[src/rtl/segDescPkg.sv]
package segDescPkg;
  localparam int SEL_W = 16;
  localparam int WORD_W = 32;
  localparam int IDX_LSB = 3;
  localparam int TI_BIT = 2;
  localparam int ACC_BIT = 8;   // accessed flag inside the upper descriptor word

  typedef enum logic [2:0] {
    ST_IDLE, ST_RDLO, ST_RDHI, ST_WRACC, ST_DONE
  } segState_t;

  typedef struct packed {
    logic selLoad;   // latch new selector
    logic capLo;     // capture low descriptor word
    logic capHi;     // capture high descriptor word
    logic commit;    // copy staged descriptor into the cache
    logic hiAddr;    // address the upper word (+4)
  } segStrobe_t;
endpackage

[src/rtl/segDescCtrl.sv]
module segDescCtrl
  import segDescPkg::*;
(
  input  logic       clk,
  input  logic       rstN,
  input  logic       selWrEn,
  input  logic       memAck,
  input  logic       accBit,
  output segStrobe_t strobe,
  output logic       memReq,
  output logic       memWe,
  output logic       busy,
  output logic       done
);
  segState_t state, nextState;

  always_ff @(posedge clk) begin
    if (!rstN) state <= ST_IDLE;
    else       state <= nextState;
  end

  always_comb begin
    nextState = state;
    strobe = '0;
    unique case (state)
      ST_IDLE, ST_DONE: begin
        nextState = ST_IDLE;
        if (selWrEn) begin
          strobe.selLoad = 1'b1;
          nextState = ST_RDLO;
        end
      end
      ST_RDLO: begin
        if (memAck) begin
          strobe.capLo = 1'b1;
          nextState = ST_RDHI;
        end
      end
      ST_RDHI: begin
        strobe.hiAddr = 1'b1;
        if (memAck) begin
          strobe.capHi = 1'b1;
          if (accBit) begin
            strobe.commit = 1'b1;
            nextState = ST_DONE;
          end else begin
            nextState = ST_WRACC;
          end
        end
      end
      ST_WRACC: begin
        strobe.hiAddr = 1'b1;
        if (memAck) begin
          strobe.commit = 1'b1;
          nextState = ST_DONE;
        end
      end
      default: nextState = ST_IDLE;
    endcase
  end

  assign memReq = (state == ST_RDLO) || (state == ST_RDHI) || (state == ST_WRACC);
  assign memWe  = (state == ST_WRACC);
  assign busy   = memReq;
  assign done   = (state == ST_DONE);
endmodule

[src/rtl/segDescDatapath.sv]
module segDescDatapath
  import segDescPkg::*;
#(
  parameter int ADDR_W = 32
) (
  input  logic              clk,
  input  logic              rstN,
  input  segStrobe_t        strobe,
  input  logic [SEL_W-1:0]  selWrData,
  input  logic [ADDR_W-1:0] gdtBase,
  input  logic [ADDR_W-1:0] ldtBase,
  input  logic [WORD_W-1:0] memRdata,
  output logic [SEL_W-1:0]  selQ,
  output logic [ADDR_W-1:0] memAddr,
  output logic [WORD_W-1:0] memWdata,
  output logic [31:0]       descBase,
  output logic [19:0]       descLimit,
  output logic [7:0]        descAccess,
  output logic [3:0]        descFlags
);
  localparam int OFS_W = SEL_W;
  logic [WORD_W-1:0] loWord, hiWord, hiSrc;
  logic [ADDR_W-1:0] tableBase, entryAddr;
  logic [OFS_W-1:0]  entryOfs;

  assign tableBase = selQ[TI_BIT] ? ldtBase : gdtBase;
  assign entryOfs  = {selQ[SEL_W-1:IDX_LSB], 3'b000};
  assign entryAddr = tableBase + ADDR_W'(entryOfs);
  assign memAddr   = strobe.hiAddr ? entryAddr + ADDR_W'(4) : entryAddr;
  assign memWdata  = hiWord | (WORD_W'(1) << ACC_BIT);
  assign hiSrc     = strobe.capHi ? memRdata : hiWord;

  always_ff @(posedge clk) begin
    if (!rstN) begin
      selQ <= '0;
      loWord <= '0;
      hiWord <= '0;
      descBase <= '0;
      descLimit <= '0;
      descAccess <= '0;
      descFlags <= '0;
    end else begin
      if (strobe.selLoad) selQ <= selWrData;
      if (strobe.capLo) loWord <= memRdata;
      if (strobe.capHi) hiWord <= memRdata;
      if (strobe.commit) begin
        descBase   <= {hiSrc[31:24], hiSrc[7:0], loWord[31:16]};
        descLimit  <= {hiSrc[19:16], loWord[15:0]};
        descAccess <= {hiSrc[15:9], 1'b1};
        descFlags  <= hiSrc[23:20];
      end
    end
  end
endmodule

[src/rtl/segDescCache.sv]
module segDescCache
  import segDescPkg::*;
#(
  parameter int ADDR_W = 32
) (
  input  logic              clk,
  input  logic              rstN,
  input  logic              selWrEn,
  input  logic [15:0]       selWrData,
  output logic [15:0]       selRdData,
  input  logic [ADDR_W-1:0] gdtBase,
  input  logic [ADDR_W-1:0] ldtBase,
  output logic              memReq,
  output logic              memWe,
  output logic [ADDR_W-1:0] memAddr,
  output logic [31:0]       memWdata,
  input  logic [31:0]       memRdata,
  input  logic              memAck,
  output logic              busy,
  output logic              done,
  output logic [31:0]       descBase,
  output logic [19:0]       descLimit,
  output logic [7:0]        descAccess,
  output logic [3:0]        descFlags,
  output logic              descPresent,
  output logic [1:0]        descDpl,
  output logic [1:0]        rpl
);
  segStrobe_t strobe;

  segDescCtrl u_ctrl (
    .clk(clk), .rstN(rstN), .selWrEn(selWrEn), .memAck(memAck),
    .accBit(memRdata[ACC_BIT]), .strobe(strobe), .memReq(memReq),
    .memWe(memWe), .busy(busy), .done(done)
  );

  segDescDatapath #(.ADDR_W(ADDR_W)) u_dp (
    .clk(clk), .rstN(rstN), .strobe(strobe), .selWrData(selWrData),
    .gdtBase(gdtBase), .ldtBase(ldtBase), .memRdata(memRdata),
    .selQ(selRdData), .memAddr(memAddr), .memWdata(memWdata),
    .descBase(descBase), .descLimit(descLimit), .descAccess(descAccess),
    .descFlags(descFlags)
  );

  assign descPresent = descAccess[7];
  assign descDpl     = descAccess[6:5];
  assign rpl         = selRdData[1:0];
endmodule

[config.mk]
export PLATFORM = sky130hd
export DESIGN_NAME = segDescCache
export DESIGN_NICKNAME = d
export VERILOG_FILES = /design/src/rtl/segDescPkg.sv /design/src/rtl/segDescCtrl.sv /design/src/rtl/segDescDatapath.sv /design/src/rtl/segDescCache.sv
export SDC_FILE = /design/constraint.sdc
export NUM_CORES = 1
export LEC_CHECK = 0
export ABC_CLOCK_PERIOD_IN_PS = 11100
export BUFFER_PORTS_ARGS = -buffer_cell sky130_fd_sc_hd__buf_2
export CAP_MARGIN = 20
export CORE_UTILIZATION = 55
export DETAILED_ROUTE_END_ITERATION = 12
export GPL_ROUTABILITY_DRIVEN = 0
export HOLD_SLACK_MARGIN = 0.12
export PLACE_DENSITY = 0.87
export SLEW_MARGIN = 20
export SYNTH_ARGS = -nofsm -noshare
export SYNTH_HDL_FRONTEND = slang
export SYNTH_SLANG_ARGS = --single-unit
[constraint.sdc]
create_clock -name clk -period 11.1 [get_ports clk]
set_input_delay 2.775 -clock clk [delete_from_list [all_inputs] [get_ports clk]]
set_output_delay 2.775 -clock clk [all_outputs]
set_load 0.02 [all_outputs]
Word level (Yosys, flattened, before mapping)
Index checks and enable logic that the tools add are counted.
{"block": "word_totals", "out_inout_bits": 153, "word_cells": 40, "reg_bits": 147}
{"block": "op_classes", "addsub": 2, "mux": 17, "eq_ne": 7, "n_reduce_logical": 5}
{"cell": "$mux 32", "count": 3}
{"cell": "$add 32x16->32", "count": 1}
{"cell": "$add 32x3->32 const B", "count": 1}
{"cell": "$mux 3", "count": 4}
{"cell": "$pmux 3 s4", "count": 1}
{"cell": "$mux 1", "count": 7}
{"cell": "$eq 3x2->1 const B", "count": 2}
{"cell": "$ne 2x2->1 const B", "count": 2}
{"cell": "$pmux 2 s2", "count": 1}
{"cell": "$eq 3x1->1 const B", "count": 1}
{"cell": "$eq 3x3->1 const B", "count": 1}
{"cell": "$logic_not 3->1", "count": 1}
{"cell": "$reduce_and 3->1", "count": 1}
{"cell": "$logic_or 1x1->1", "count": 2}
{"cell": "$mux 2", "count": 1}
{"cell": "$ne 2x1->1 const B", "count": 1}
{"cell": "$reduce_or 2->1", "count": 1}

Logic depth before layout (Yosys ltp)
{"block": "logic_depth", "word_depth": 4, "depth_mapped": 17, "mapped_depth_nobuf": 13}

Cells and area by module
From an unflattened synthesis, not the netlist that was laid out.
{"block": "hier_totals", "hier_cells": 780, "hier_area_um2": 7702.4}
{"module": "segDescDatapath", "area_per_inst_um2": 7444.6, "seq_area_each_um2": 2862.7, "n_inst": 1, "cells_each": 750}
{"module": "segDescCtrl", "area_per_inst_um2": 220.2, "seq_area_each_um2": 60.1, "n_inst": 1, "cells_each": 25}
{"module": "segDescCache", "area_per_inst_um2": 37.5, "seq_area_each_um2": 0.0, "n_inst": 1, "cells_each": 5}

Least setup slack after synthesis
Ideal clock, no wire load.
{"block": "synth_path", "path_kind": "in2out", "start": "input port ldtBase[3]", "end": "output port memAddr[27]", "path_stages": 13, "t_arrival_ns": 6.102, "path_slack_ns": 2.223, "path_buffers": 0, "cell_sequence": "mux2_2 ha_1 inv_1 fa_1 nand2b_1 a211oi_2 nor3_1 a311o_1 or4_4 nor3_4 nor4b_4 nand3_1 xnor2_1"}
{"block": "synth_between", "elab_chain_cells": 4}
{"element": "from (decl)", "line": "segDescCache.sv:12", "source": "input logic [ADDR_W-1:0] ldtBase,"}
{"element": "$mux 32 *", "line": "segDescDatapath.sv:26", "source": "assign tableBase = selQ[TI_BIT] ? ldtBase : gdtBase;"}
{"element": "$add 32x16->32 *", "line": "segDescDatapath.sv:28", "source": "assign entryAddr = tableBase + ADDR_W'(entryOfs);"}
{"element": "$add 32x3->32", "line": "segDescDatapath.sv:29", "source": "assign memAddr = strobe.hiAddr ? entryAddr + ADDR_W'(4) : entryAddr;"}
{"element": "$mux 32 *", "line": "segDescDatapath.sv:29"}
{"element": "to (decl)", "line": "segDescCache.sv:15", "source": "output logic [ADDR_W-1:0] memAddr,"}
Mark *: on every way between the ends. The rest lies on a longest branch, timed or not.

Worst setup path in the final report
{"block": "layout_path", "start": "input port gdtBase[3]", "end": "output port memAddr[31]"}
{"block": "layout_between", "elab_chain_cells": 4}
{"element": "from (decl)", "line": "segDescCache.sv:11", "source": "input logic [ADDR_W-1:0] gdtBase,"}
{"element": "$mux 32 *", "line": "segDescDatapath.sv:26"}
{"element": "$add 32x16->32 *", "line": "segDescDatapath.sv:28"}
{"element": "$add 32x3->32", "line": "segDescDatapath.sv:29"}
{"element": "$mux 32 *", "line": "segDescDatapath.sv:29"}
Marked as above.

==> results.sh <==
export IMPL_most_common_layout_cells="buf_2, nand2_1, dfxtp_1"
export IMPL_num_antenna_cells=0
export IMPL_min_path_cells=2
export IMPL_p_leak_nw=4.468
export IMPL_grt_pass1_vias=6636
export IMPL_status="finished, final reports clean"
export IMPL_reg2reg_depth=6
export IMPL_antenna_left=0
export IMPL_viasPerCell=5.456
export IMPL_rows=42
export IMPL_tightestPinTransition_ps=984.9
export IMPL_crit_buf_inv=3
export IMPL_synthCells=902
export IMPL_synth_nets=1033
export IMPL_wl_microns=20100
export IMPL_slew_violations=0
export IMPL_ir_drop_v=0.0001257
export IMPL_routed_via_count=7207
export IMPL_synth_ff_type="dfxtp_1"
export IMPL_synth_edf_count=0
export IMPL_power_mw=1.323
export IMPL_cts_hold_buffers=0
export IMPL_cts_setup_buffers=0
export IMPL_antenna_found_initial=0
export IMPL_cp_arrival_ps=6570
export IMPL_synthTopCellsByArea="dfxtp_1, nand2_1, a21boi_0"
export IMPL_max_cap_violations=0
export IMPL_netlist_area_sq_um=7727
export IMPL_critPathTopFamily="simple AND/OR/NAND/NOR gates"
export IMPL_crit_top_cell="buf_2"
export IMPL_slew_headroom_pct=34.34
export IMPL_crit_chain="buf_2 > mux2_2 > ha_1 > inv_1 > fa_1 > nand2b_1 > a211oi_2 > o21ai_0 > a21o_1 > or4b_2 > o211ai_1 > nand4_1 > nor4_2 > xnor2_1 > buf_2"
export IMPL_clk_pin_slew_ps=60
export IMPL_synth_top_area_share_pct=37.82
export IMPL_fp_dieW_microns=120.5
export IMPL_finalInstanceArea_sq_um=9612
export IMPL_grt_max_degree=97
export IMPL_min_period_ps=9343
export IMPL_max_freq_mhz=107.0
export IMPL_yosysUniqueCellTypes=63
export IMPL_grtUsageTotal_pct=27.18
export IMPL_syn_to_final_growth_pct=24.38
export IMPL_cts_buffers=17
export IMPL_ys_seq_area_share_pct=37.82
export IMPL_slowest_delay_ps=660
export IMPL_nNetsFinal=1264
export IMPL_avgRoutedWirePerCell_microns=15.21
export IMPL_synth_avg_cell_area_sq_um=8.567
export IMPL_final_common_cell="buf_2"
export IMPL_path_max_fanout=7
export IMPL_grt_setup_unrepaired="false"
export IMPL_critPathLaunchType="input port"
export IMPL_io_buffers=267
export IMPL_core_area_sq_um=13450
export IMPL_fin_crit_sh_pct=84.17
export IMPL_cp_depth=15
export IMPL_finalClockSkew_ps=12.09
export IMPL_tritoncts="built"
export IMPL_initial_core_util_pct=57.44
export IMPL_yosys_warnings=0
export IMPL_overflow=0
export IMPL_drtPass1Iterations=6
export IMPL_ctsLongestPathBuffers=2
export IMPL_die_area_sq_um=14530
export IMPL_ctsHtreeMaxLevel=4
export IMPL_synth_top_cell_by_area="dfxtp_1"
export IMPL_ctsResizeCount=0
export IMPL_ys_ff_latch=146
export IMPL_dieHeight_microns=120.5
export IMPL_tns_ps=0
export IMPL_required_ps=8330
export IMPL_grt_pass1_wl_microns=31480
export IMPL_drtIter0Drc=542
export IMPL_io_pin_count=269
export IMPL_insertion_delay_ps=410
export IMPL_setup_viol=0
export IMPL_fillers=1066
export IMPL_synth_async_sr_flop_share_pct=0
export IMPL_clock_sinks=146
export IMPL_worstSetupEndpointType="output port"
export IMPL_critical_path_class="in -> out"
export IMPL_drive_above_1_share_pct=30.04
export IMPL_dpl_cell_area_sq_um=9084
export IMPL_crit_slowest_cell="or4b_2"
export IMPL_hold_viol=0
export IMPL_dp_hpwl_microns=14610
export IMPL_cts_root_buf="clkbuf_16"
export IMPL_hp_class="reg -> reg"
export IMPL_powerDensity_nw_per_um2=137.6
export IMPL_drcViolationCount=0
[through the flow]
stage / hold slack [ps] / std cells / setup WS, ps / utilization (%)
floorplan: 441.2 / 902 / 2223 / -
global placement: 443.1 / 1290 / 1936 / 67.52
detailed placement: 454.1 / 1290 / 1823 / 67.52
CTS: 461.9 / 1321 / 1807 / 71.45
global route: 477.6 / 1321 / 1484 / 71.45
finish: 455.2 / 1321 / 1757 / 71.45
[logic make-up (layout without fill, tap and decap cells)]
logic type / Yosys count / in the layout / synth area share (%)
AND/OR/NAND/NOR: 372 / 372 / 22.67
AO/OA/AOI/OAI: 187 / 187 / 18.96
flip-flops: 146 / 146 / 37.82
buffers and inverters: 67 / 310 / 3.740
multiplexers: 65 / 65 / 8.679
XOR/XNOR: 49 / 49 / 5.554
adder cells (fa/ha/maj): 15 / 15 / 2.526
other: 1 / 1 / 0.04853
[metal layers]
metal / GRT usage (%) / vias up / routed length, microns
li1: - / 3548 / -
met1: 32.95 / 3322 / 8558
met2: 46.52 / 304 / 9572
met3: 6.509 / 33 / 1572
met4: 10.19 / 0 / 392
met5: 0 / - / 0
[flip-flops by register name, indices dropped and copies added, names as in the netlist]
| register | count |
|---|---|
| u_dp.descBase | 32 |
| u_dp.loWord | 32 |
| u_dp.hiWord | 31 |
| u_dp.descLimit | 20 |
| u_dp.selQ | 16 |
| u_dp.descAccess | 8 |
| u_dp.descFlags | 4 |
| u_ctrl.state | 3 |
[synth_stat cells, drive strengths merged, types with 2 or more instances]
library cell    n
nand2         228
dfxtp         146
a21boi         81
mux2i          49
clkbuf         46
nor2b          38
o211a          32
nor2           29
xnor2          27
xor2           22
a21oi          20
mux2           16
nand3          16
buf            15
nor3           15
ha             14
a21o           10
a211oi          8
and2            7
o21ai           7
inv             6
nand2b          6
nor4            6
nand4           5
and3            4
o211ai          4
o21a            4
a31o            3
a31oi           3
nand3b          3
nand4b          3
or2             3
a211o           2
a21bo           2
a221oi          2
nor3b           2
nor4b           2
or3             2
or4             2
[final timing paths]
path,startpoint,endpoint,slack (ps)
min,u_dp.loWord[8],u_dp.descLimit[8],460
max reg2reg,u_ctrl.state[1],u_dp.descAccess[5],8840
min reg2reg,u_dp.loWord[8],u_dp.descLimit[8],460
max,gdtBase[3],memAddr[31],1760
[power by group]
part / internal, mW / switching [mW] / leakage [nW]
Clock: 0.291 / 0.221 / 0.253
Sequential: 0.538 / 0.00992 / 1.18
Combinational: 0.103 / 0.160 / 3.03
[worst reg2reg max path, cell delays in order, from the launching register on]
cell and delay, ps:
dfxtp_1 470, nand2b_1 280, nor3b_2 270, buf_4 490, mux2i_1 340, nand2_1 110
o211a_1 190
[cell type report]
class                   count  area, sq um  share of cell area [%]
multi-input cells         689         4533                   47.16
flip-flops and latches    146         2924                   30.42
repair buffers            273         1384                   14.40
clock buffers              20        446.7                   4.647
well taps                 176        220.2                   2.291
clock inverters            11        81.33                  0.8461
inverters                   6        22.52                  0.2343
(Power assumes the default switching activity.)
